==> src/rtl/fit_pkg.sv <==
// Shared helpers for the fitness scoring block.
// Assumes unsigned pixels of equal width on both streams.
package fit_pkg;

    // Absolute difference of two unsigned pixels.
    function automatic logic [15:0] abs_diff16(input logic [15:0] a, input logic [15:0] b);
        return (a >= b) ? (a - b) : (b - a);
    endfunction

endpackage

==> src/rtl/fit_sad_accum.sv <==
// Sum-of-absolute-differences accumulator for one candidate at a time.
// It exposes the finished sum combinationally in the frame_end cycle,
// so that the best tracker can update on the same edge as the score register.
// Assumes: PIX_W <= 16, PIX_W <= ACC_W, and at most one frame of pixels per candidate.
module fit_sad_accum #(
    parameter int PIX_W = 8,
    parameter int ACC_W = 24,
    parameter int IDX_W = 8
) (
    input  logic             clk,
    input  logic             rst_n,
    input  logic             cand_start,
    input  logic [IDX_W-1:0] cand_idx,
    input  logic             pix_valid,
    input  logic [PIX_W-1:0] pix_filt,
    input  logic [PIX_W-1:0] pix_ref,
    input  logic             frame_end,
    output logic [ACC_W-1:0] fin_sum,
    output logic [IDX_W-1:0] fin_idx,
    output logic [ACC_W-1:0] score_q,
    output logic             score_valid_q
);
    import fit_pkg::*;

    logic [ACC_W-1:0] acc_q;
    logic [IDX_W-1:0] idx_q;
    logic [ACC_W-1:0] term;
    logic [15:0]      d16;

    // Widen the pixel difference and gate it with valid.
    always_comb begin
        d16  = abs_diff16(16'(pix_filt), 16'(pix_ref));
        term = '0;
        if (pix_valid) term[PIX_W-1:0] = d16[PIX_W-1:0];
    end

    // Next running sum and owner index, including this cycle's pixel.
    always_comb begin
        fin_sum = cand_start ? term : (acc_q + term);
        fin_idx = cand_start ? cand_idx : idx_q;
    end

    // Hold the running sum and index; capture the score at frame end.
    always_ff @(posedge clk) begin
        if (!rst_n) begin
            acc_q         <= '0;
            idx_q         <= '0;
            score_q       <= '0;
            score_valid_q <= 1'b0;
        end else begin
            acc_q         <= fin_sum;
            idx_q         <= fin_idx;
            score_valid_q <= frame_end;
            if (frame_end) score_q <= fin_sum;
        end
    end

    // without a new candidate, the sum never decreases (no wrap).
    a_r9_no_overflow: assert property (@(posedge clk) disable iff (!rst_n)
        ($past(rst_n) && !$past(cand_start)) |-> (acc_q >= $past(acc_q)));

    // the score register moves only after a frame end.
    a_r10_score_hold: assert property (@(posedge clk) disable iff (!rst_n)
        ($past(rst_n) && !$past(frame_end)) |-> $stable(score_q));

    // the strobe follows frame_end by exactly one cycle.
    a_r4_valid_follows: assert property (@(posedge clk) disable iff (!rst_n)
        score_valid_q == $past(frame_end && rst_n));
endmodule

==> src/rtl/fit_best_track.sv <==
// Keeps the lowest finished score of a generation and its owner's index.
// Ties keep the incumbent. A zero score sets a flag that stays set until generation start.
// Assumes a finish is announced by fin_valid in the frame_end cycle.
module fit_best_track #(
    parameter int ACC_W = 24,
    parameter int IDX_W = 8
) (
    input  logic             clk,
    input  logic             rst_n,
    input  logic             gen_start,
    input  logic             fin_valid,
    input  logic [ACC_W-1:0] fin_sum,
    input  logic [IDX_W-1:0] fin_idx,
    output logic [ACC_W-1:0] best_q,
    output logic [IDX_W-1:0] best_idx_q,
    output logic             perfect_q
);
    logic better;

    // Strict comparison: only an improvement replaces the incumbent.
    always_comb better = fin_valid && (fin_sum < best_q);

    // Clear on generation start, else take improvements and note exact matches.
    always_ff @(posedge clk) begin
        if (!rst_n || gen_start) begin
            best_q     <= '1;
            best_idx_q <= '0;
            perfect_q  <= 1'b0;
        end else begin
            if (better) begin
                best_q     <= fin_sum;
                best_idx_q <= fin_idx;
            end
            if (fin_valid && fin_sum == '0) perfect_q <= 1'b1;
        end
    end

    // an improvement is taken on the next edge.
    a_r5_take_better: assert property (@(posedge clk) disable iff (!rst_n)
        (fin_valid && !gen_start && fin_sum < best_q) |=> (best_q == $past(fin_sum)));

    // a tie or a worse score leaves the index alone.
    a_r6_tie_keeps_idx: assert property (@(posedge clk) disable iff (!rst_n)
        (fin_valid && !gen_start && fin_sum >= best_q) |=> $stable(best_idx_q));

    // the perfect flag is sticky within a generation.
    a_r7_perfect_sticky: assert property (@(posedge clk) disable iff (!rst_n)
        ($past(rst_n) && $past(perfect_q) && !$past(gen_start)) |-> perfect_q);

    // generation start restores the all-ones best.
    a_r8_gen_clear: assert property (@(posedge clk) disable iff (!rst_n)
        gen_start |=> (best_q == '1 && !perfect_q));
endmodule

==> src/rtl/fit_score_tracker.sv <==
// Top: scores one candidate filter per frame by sum of absolute differences
// against reference pixels, and tracks the best candidate of the generation.
// Assumes at most IMG_COLS*IMG_ROWS valid pixels between cand_start and frame_end.
module fit_score_tracker #(
    parameter int PIX_W    = 8,
    parameter int IMG_COLS = 256,
    parameter int IMG_ROWS = 256,
    parameter int IDX_W    = 8,
    localparam int MAX_SCORE = ((1 << PIX_W) - 1) * IMG_COLS * IMG_ROWS,
    localparam int ACC_W     = $clog2(MAX_SCORE + 1)
) (
    input  logic             clk,
    input  logic             rst_n,
    input  logic             gen_start,
    input  logic             cand_start,
    input  logic [IDX_W-1:0] cand_idx,
    input  logic             pix_valid,
    input  logic [PIX_W-1:0] pix_filt,
    input  logic [PIX_W-1:0] pix_ref,
    input  logic             frame_end,
    output logic [ACC_W-1:0] score,
    output logic             score_valid,
    output logic [ACC_W-1:0] best_score,
    output logic [IDX_W-1:0] best_idx,
    output logic             perfect
);
    logic [ACC_W-1:0] fin_sum;
    logic [IDX_W-1:0] fin_idx;

    // Per-candidate accumulation and score register.
    fit_sad_accum #(.PIX_W(PIX_W), .ACC_W(ACC_W), .IDX_W(IDX_W)) u_accum (
        .clk(clk), .rst_n(rst_n), .cand_start(cand_start), .cand_idx(cand_idx),
        .pix_valid(pix_valid), .pix_filt(pix_filt), .pix_ref(pix_ref),
        .frame_end(frame_end), .fin_sum(fin_sum), .fin_idx(fin_idx),
        .score_q(score), .score_valid_q(score_valid)
    );

    // Generation-wide best tracking.
    fit_best_track #(.ACC_W(ACC_W), .IDX_W(IDX_W)) u_best (
        .clk(clk), .rst_n(rst_n), .gen_start(gen_start), .fin_valid(frame_end),
        .fin_sum(fin_sum), .fin_idx(fin_idx), .best_q(best_score),
        .best_idx_q(best_idx), .perfect_q(perfect)
    );

    // a strobe never appears in the first cycle after reset.
    a_r1_quiet_after_reset: assert property (@(posedge clk) disable iff (!rst_n)
        $rose(rst_n) |-> !score_valid);
endmodule

==> config.mk <==
export PLATFORM = sky130hd
export DESIGN_NAME = fit_score_tracker
export DESIGN_NICKNAME = d
export VERILOG_FILES = /design/src/rtl/fit_pkg.sv /design/src/rtl/fit_sad_accum.sv /design/src/rtl/fit_best_track.sv /design/src/rtl/fit_score_tracker.sv
export SDC_FILE = /design/constraint.sdc
export NUM_CORES = 1
export LEC_CHECK = 0
export CAP_MARGIN = 15
export CORE_MARGIN = 2
export CORE_UTILIZATION = 50
export CTS_BUF_LIST = sky130_fd_sc_hd__clkbuf_4 sky130_fd_sc_hd__clkbuf_8
export DETAILED_ROUTE_END_ITERATION = 10
export PLACE_DENSITY = 0.79
export SYNTH_ARGS = -nofsm -noshare
export SYNTH_HDL_FRONTEND = slang
export SYNTH_SLANG_ARGS = --single-unit
==> constraint.sdc <==
create_clock -name clk -period 6.37 [get_ports clk]
set_input_delay 0.9555 -clock clk [delete_from_list [all_inputs] [get_ports clk]]
set_output_delay 0.9555 -clock clk [all_outputs]
set_load 0.01 [all_outputs]
==> flow_summary.toml <==
[outcome]
status = "complete, no violations"

[power]
combPwrFrac_pct = 31.4
pwr-share-seq_pct = 38.8
switching_share_pct = 31.8
power_switching_uw = 494
vdd_drop_max_mv = 0.201
intPower_uw = 1060
p_leak_uw = 0.00342
clockPowerShare_pct = 29.8
power.density_nw_per_um2 = 207
finalPower_uw = 1550

[yosys]
synth_async_sr_flop_share_pct = 0
synth-main-ff-cell = "dfxtp_1"
yosys.area_share.simple_pct = 20.0
synth_seq_cells = 90
synth_warnings = 0
synth_xor_xnor_area_share_pct = 3.26
synth_cells = 651
syn_nets = 730
synth_compound_gate_area_share_pct = 18.3
synthMuxAreaShare_pct = 6.08
synth_top_family_by_area = "simple AND/OR/NAND/NOR gates"
synth-adder-area-share_pct = 11.8
syn_avg_cell_area_sq_um = 8.25
synth-edff-count = 0
netlist_area_sq_um = 5370
ys_types = 67
ys_seq_area_share_pct = 33.6

[place]
hpwl_mm = 11.2
dpl_cell_area_sq_um = 6830
gp_congestion = 0.917
io_buffers = 87

[timing]
setup_viol = 0
fmax_mhz = 157
fin_setup_tns_ps = 0
finalCriticalPeriod_ps = 6350
worst_pin_slew_ps = 979
slew_headroom_pct = 34.7
finalCritPeriodShare_pct = 99.7
drv_slew = 0
fin_skew_ps = 8.22
hold_viol = 0

[detailed_routing]
drc_errors = 0
viasPerCell = 5.76
wl_mm = 16.5
wl_per_cell_microns = 17.4
drt_iter0_drc = 364
antenna_left = 0
vias = 5442
firstDrtPassIters = 5

[clock_network]
insertion_delay_ps = 380
cts-root-buf = "clkbuf_8"
clkTransAtPathRegs_ps = 100
htree_levels = 3
cts_num_sinks = 90
cts_tree = "yes"
hold_buffers = 0
cts_buffers = 9
clock_path_buffers = 2

[layout]
diodes = 0
finalNetCount = 883
areaGrowthSynthToFinish_pct = 39.8
drive_gt1_share_pct = 19.3
final_common_cell = "dfxtp_1"
final_cell_mix = "90 x dfxtp_1, 86 x clkdlybuf4s50_1, 83 x nor2_1, 82 x buf_4, 58 x inv_1"
postLayoutCellArea_sq_um = 7510

[job]
drv_cap = 0

[global_routing]
grtUsageMet2_pct = 42.1
grt_max_degree = 47
antenna_found_initial = 0
grt_use_met1_pct = 35.9
grt_use_total_pct = 26.4
gr-usage-met3_pct = 5.99
first_global_vias = 5128
grt.busiest_layer = "met2"
grt_overflow = 0
grt_pass1_wl_mm = 24.4

[floorplan]
rows = 37
die_h_microns = 108
io_pins = 88
die_w_microns = 108
coreArea_sq_um = 10400
die_area_sq_um = 11600
start_util_pct = 51.8

[worst_setup_path]
required_ps = 6630
cp.arrival_ps = 6610
end_kind = "flop"
crit_fanout = 6
worst_setup_path_start_kind = "primary input"
critical_path_class = "in -> reg"

[worst_hold_path]
hold_path.class = "reg -> reg"
-- critical path: stages --
cell	delay [ps]
clkdlybuf4s50_1	490
inv_1	50
ha_1	300
a211o_1	280
a21oi_2	210
buf_4	170
o21ai_2	70
buf_4	150
mux2i_1	270
xnor2_1	190
nor2_1	70
ha_1	380
buf_4	170
nand2_1	70
nor4_1	350
a221o_1	210
and3_1	190
mux2_2	380
ha_1	330
nand4_1	150
nor3_1	390
a21oi_4	120
buf_4	170
clkbuf_16	150
nor3_1	220
a21oi_1	90
-- power groups by stage --
stage | logic (uW) | registers (uW) | clock network (uW)
detailed placement | 415 | 615 | 0
global route | 523 | 605 | 488
CTS | 422 | 602 | 462
global placement | 403 | 615 | 0
floorplan | 223 | 620 | 0
finish | 487 | 603 | 464
-- final timing paths --
| kind | start | end | slack (ps) | cells past startpoint |
|---|---|---|---|---|
| min reg2reg | u_accum.score_q[3] | u_accum.score_q[3] | 490 | 2 |
| max reg2reg | u_accum.acc_q[0] | u_best.best_q[4] | 2290 | 20 |
| max | pix_filt[5] | u_best.best_q[6] | 20 | 26 |
| min | u_accum.score_q[3] | u_accum.score_q[3] | 490 | 2 |
-- routing by layer --
layer	vias up	wire length [microns]
met2	247	7610
li1	2580	-
met4	0	428
met1	2568	7220
met3	47	1230
met5	-	0
-- final cells by class --
| type | instances | area, sq um |
|---|---|---|
| well taps | 136 | 170 |
| clock inverters | 6 | 93.8 |
| clock buffers | 10 | 138 |
| multi-input cells | 465 | 3430 |
| repair buffers | 178 | 1650 |
| flip-flops and latches | 90 | 1800 |
| inverters | 60 | 225 |
| fillers | 738 | 2860 |
-- sequential cells by signal, indices dropped and copies added, names as in the netlist --
register               flops
u_accum.idx_q              8
u_accum.score_q           24
u_best.perfect_q           1
u_accum.acc_q             24
u_best.best_q             24
u_best.best_idx_q          8
u_accum.score_valid_q      1
-- synthesized netlist by cell type, drive strengths merged, types with 3 or more instances --
cell type	number	area, sq um
or3	3	18.8
clkbuf	28	105
nor2	84	315
o31a	3	27.5
a211o	3	26.3
a21o	13	97.6
nand4	11	68.8
a31oi	10	62.6
xor2	5	43.8
nor3	26	130
inv	59	221
a311oi	3	26.3
or4	5	42.5
nand3	15	75.1
o21ai	13	65.1
nor3b	3	22.5
a21oi	29	149
nor4	3	25.0
o21bai	3	22.5
nand2	45	169
or2	3	18.8
o211ai	20	150
o21a	5	37.5
o31ai	5	42.5
ha	46	576
and3	5	31.3
mux2i	30	300
a211oi	13	97.6
nand2b	3	18.8
dfxtp	90	1800
fa	3	60.1
o2111ai	3	26.3
buf	8	42.5
and2	15	95.1
xnor2	15	131
-- logic make-up (layout without fill, tap and decap cells) --
logic type | Yosys count | after routing
AOI/OAI and AO/OA | 137 | 137
xor gates and xnor gates | 20 | 20
adders and majority gates | 49 | 49
buffers and inverters | 96 | 254
DFF | 90 | 90
muxes | 32 | 32
and+or+nand+nor | 227 | 227
-- what timing repair did --
| item | 4_1_cts | 5_1_grt |
|---|---|---|
| setup buffers | 0 | 16 |
| endpoints found under the setup margin | 2 | 32 |
| pin swaps | 0 | 26 |
| gates resized for setup | 2 | 41 |
| gates cloned | 0 | 4 |
-- stage by stage --
step           hold WS (ps)  instances  worst slack [ps]  util (%)
6_report                488        945              18.7      72.4
5_1_grt                 527        945              -167      72.4
4_1_cts                 491        925              48.7      68.2
3_5_place_dp            479        909              -419      65.9
3_3_place_gp            472        909              -202      65.9
2_1_floorplan           456        651              76.6         -
(Power assumes the default switching activity.)
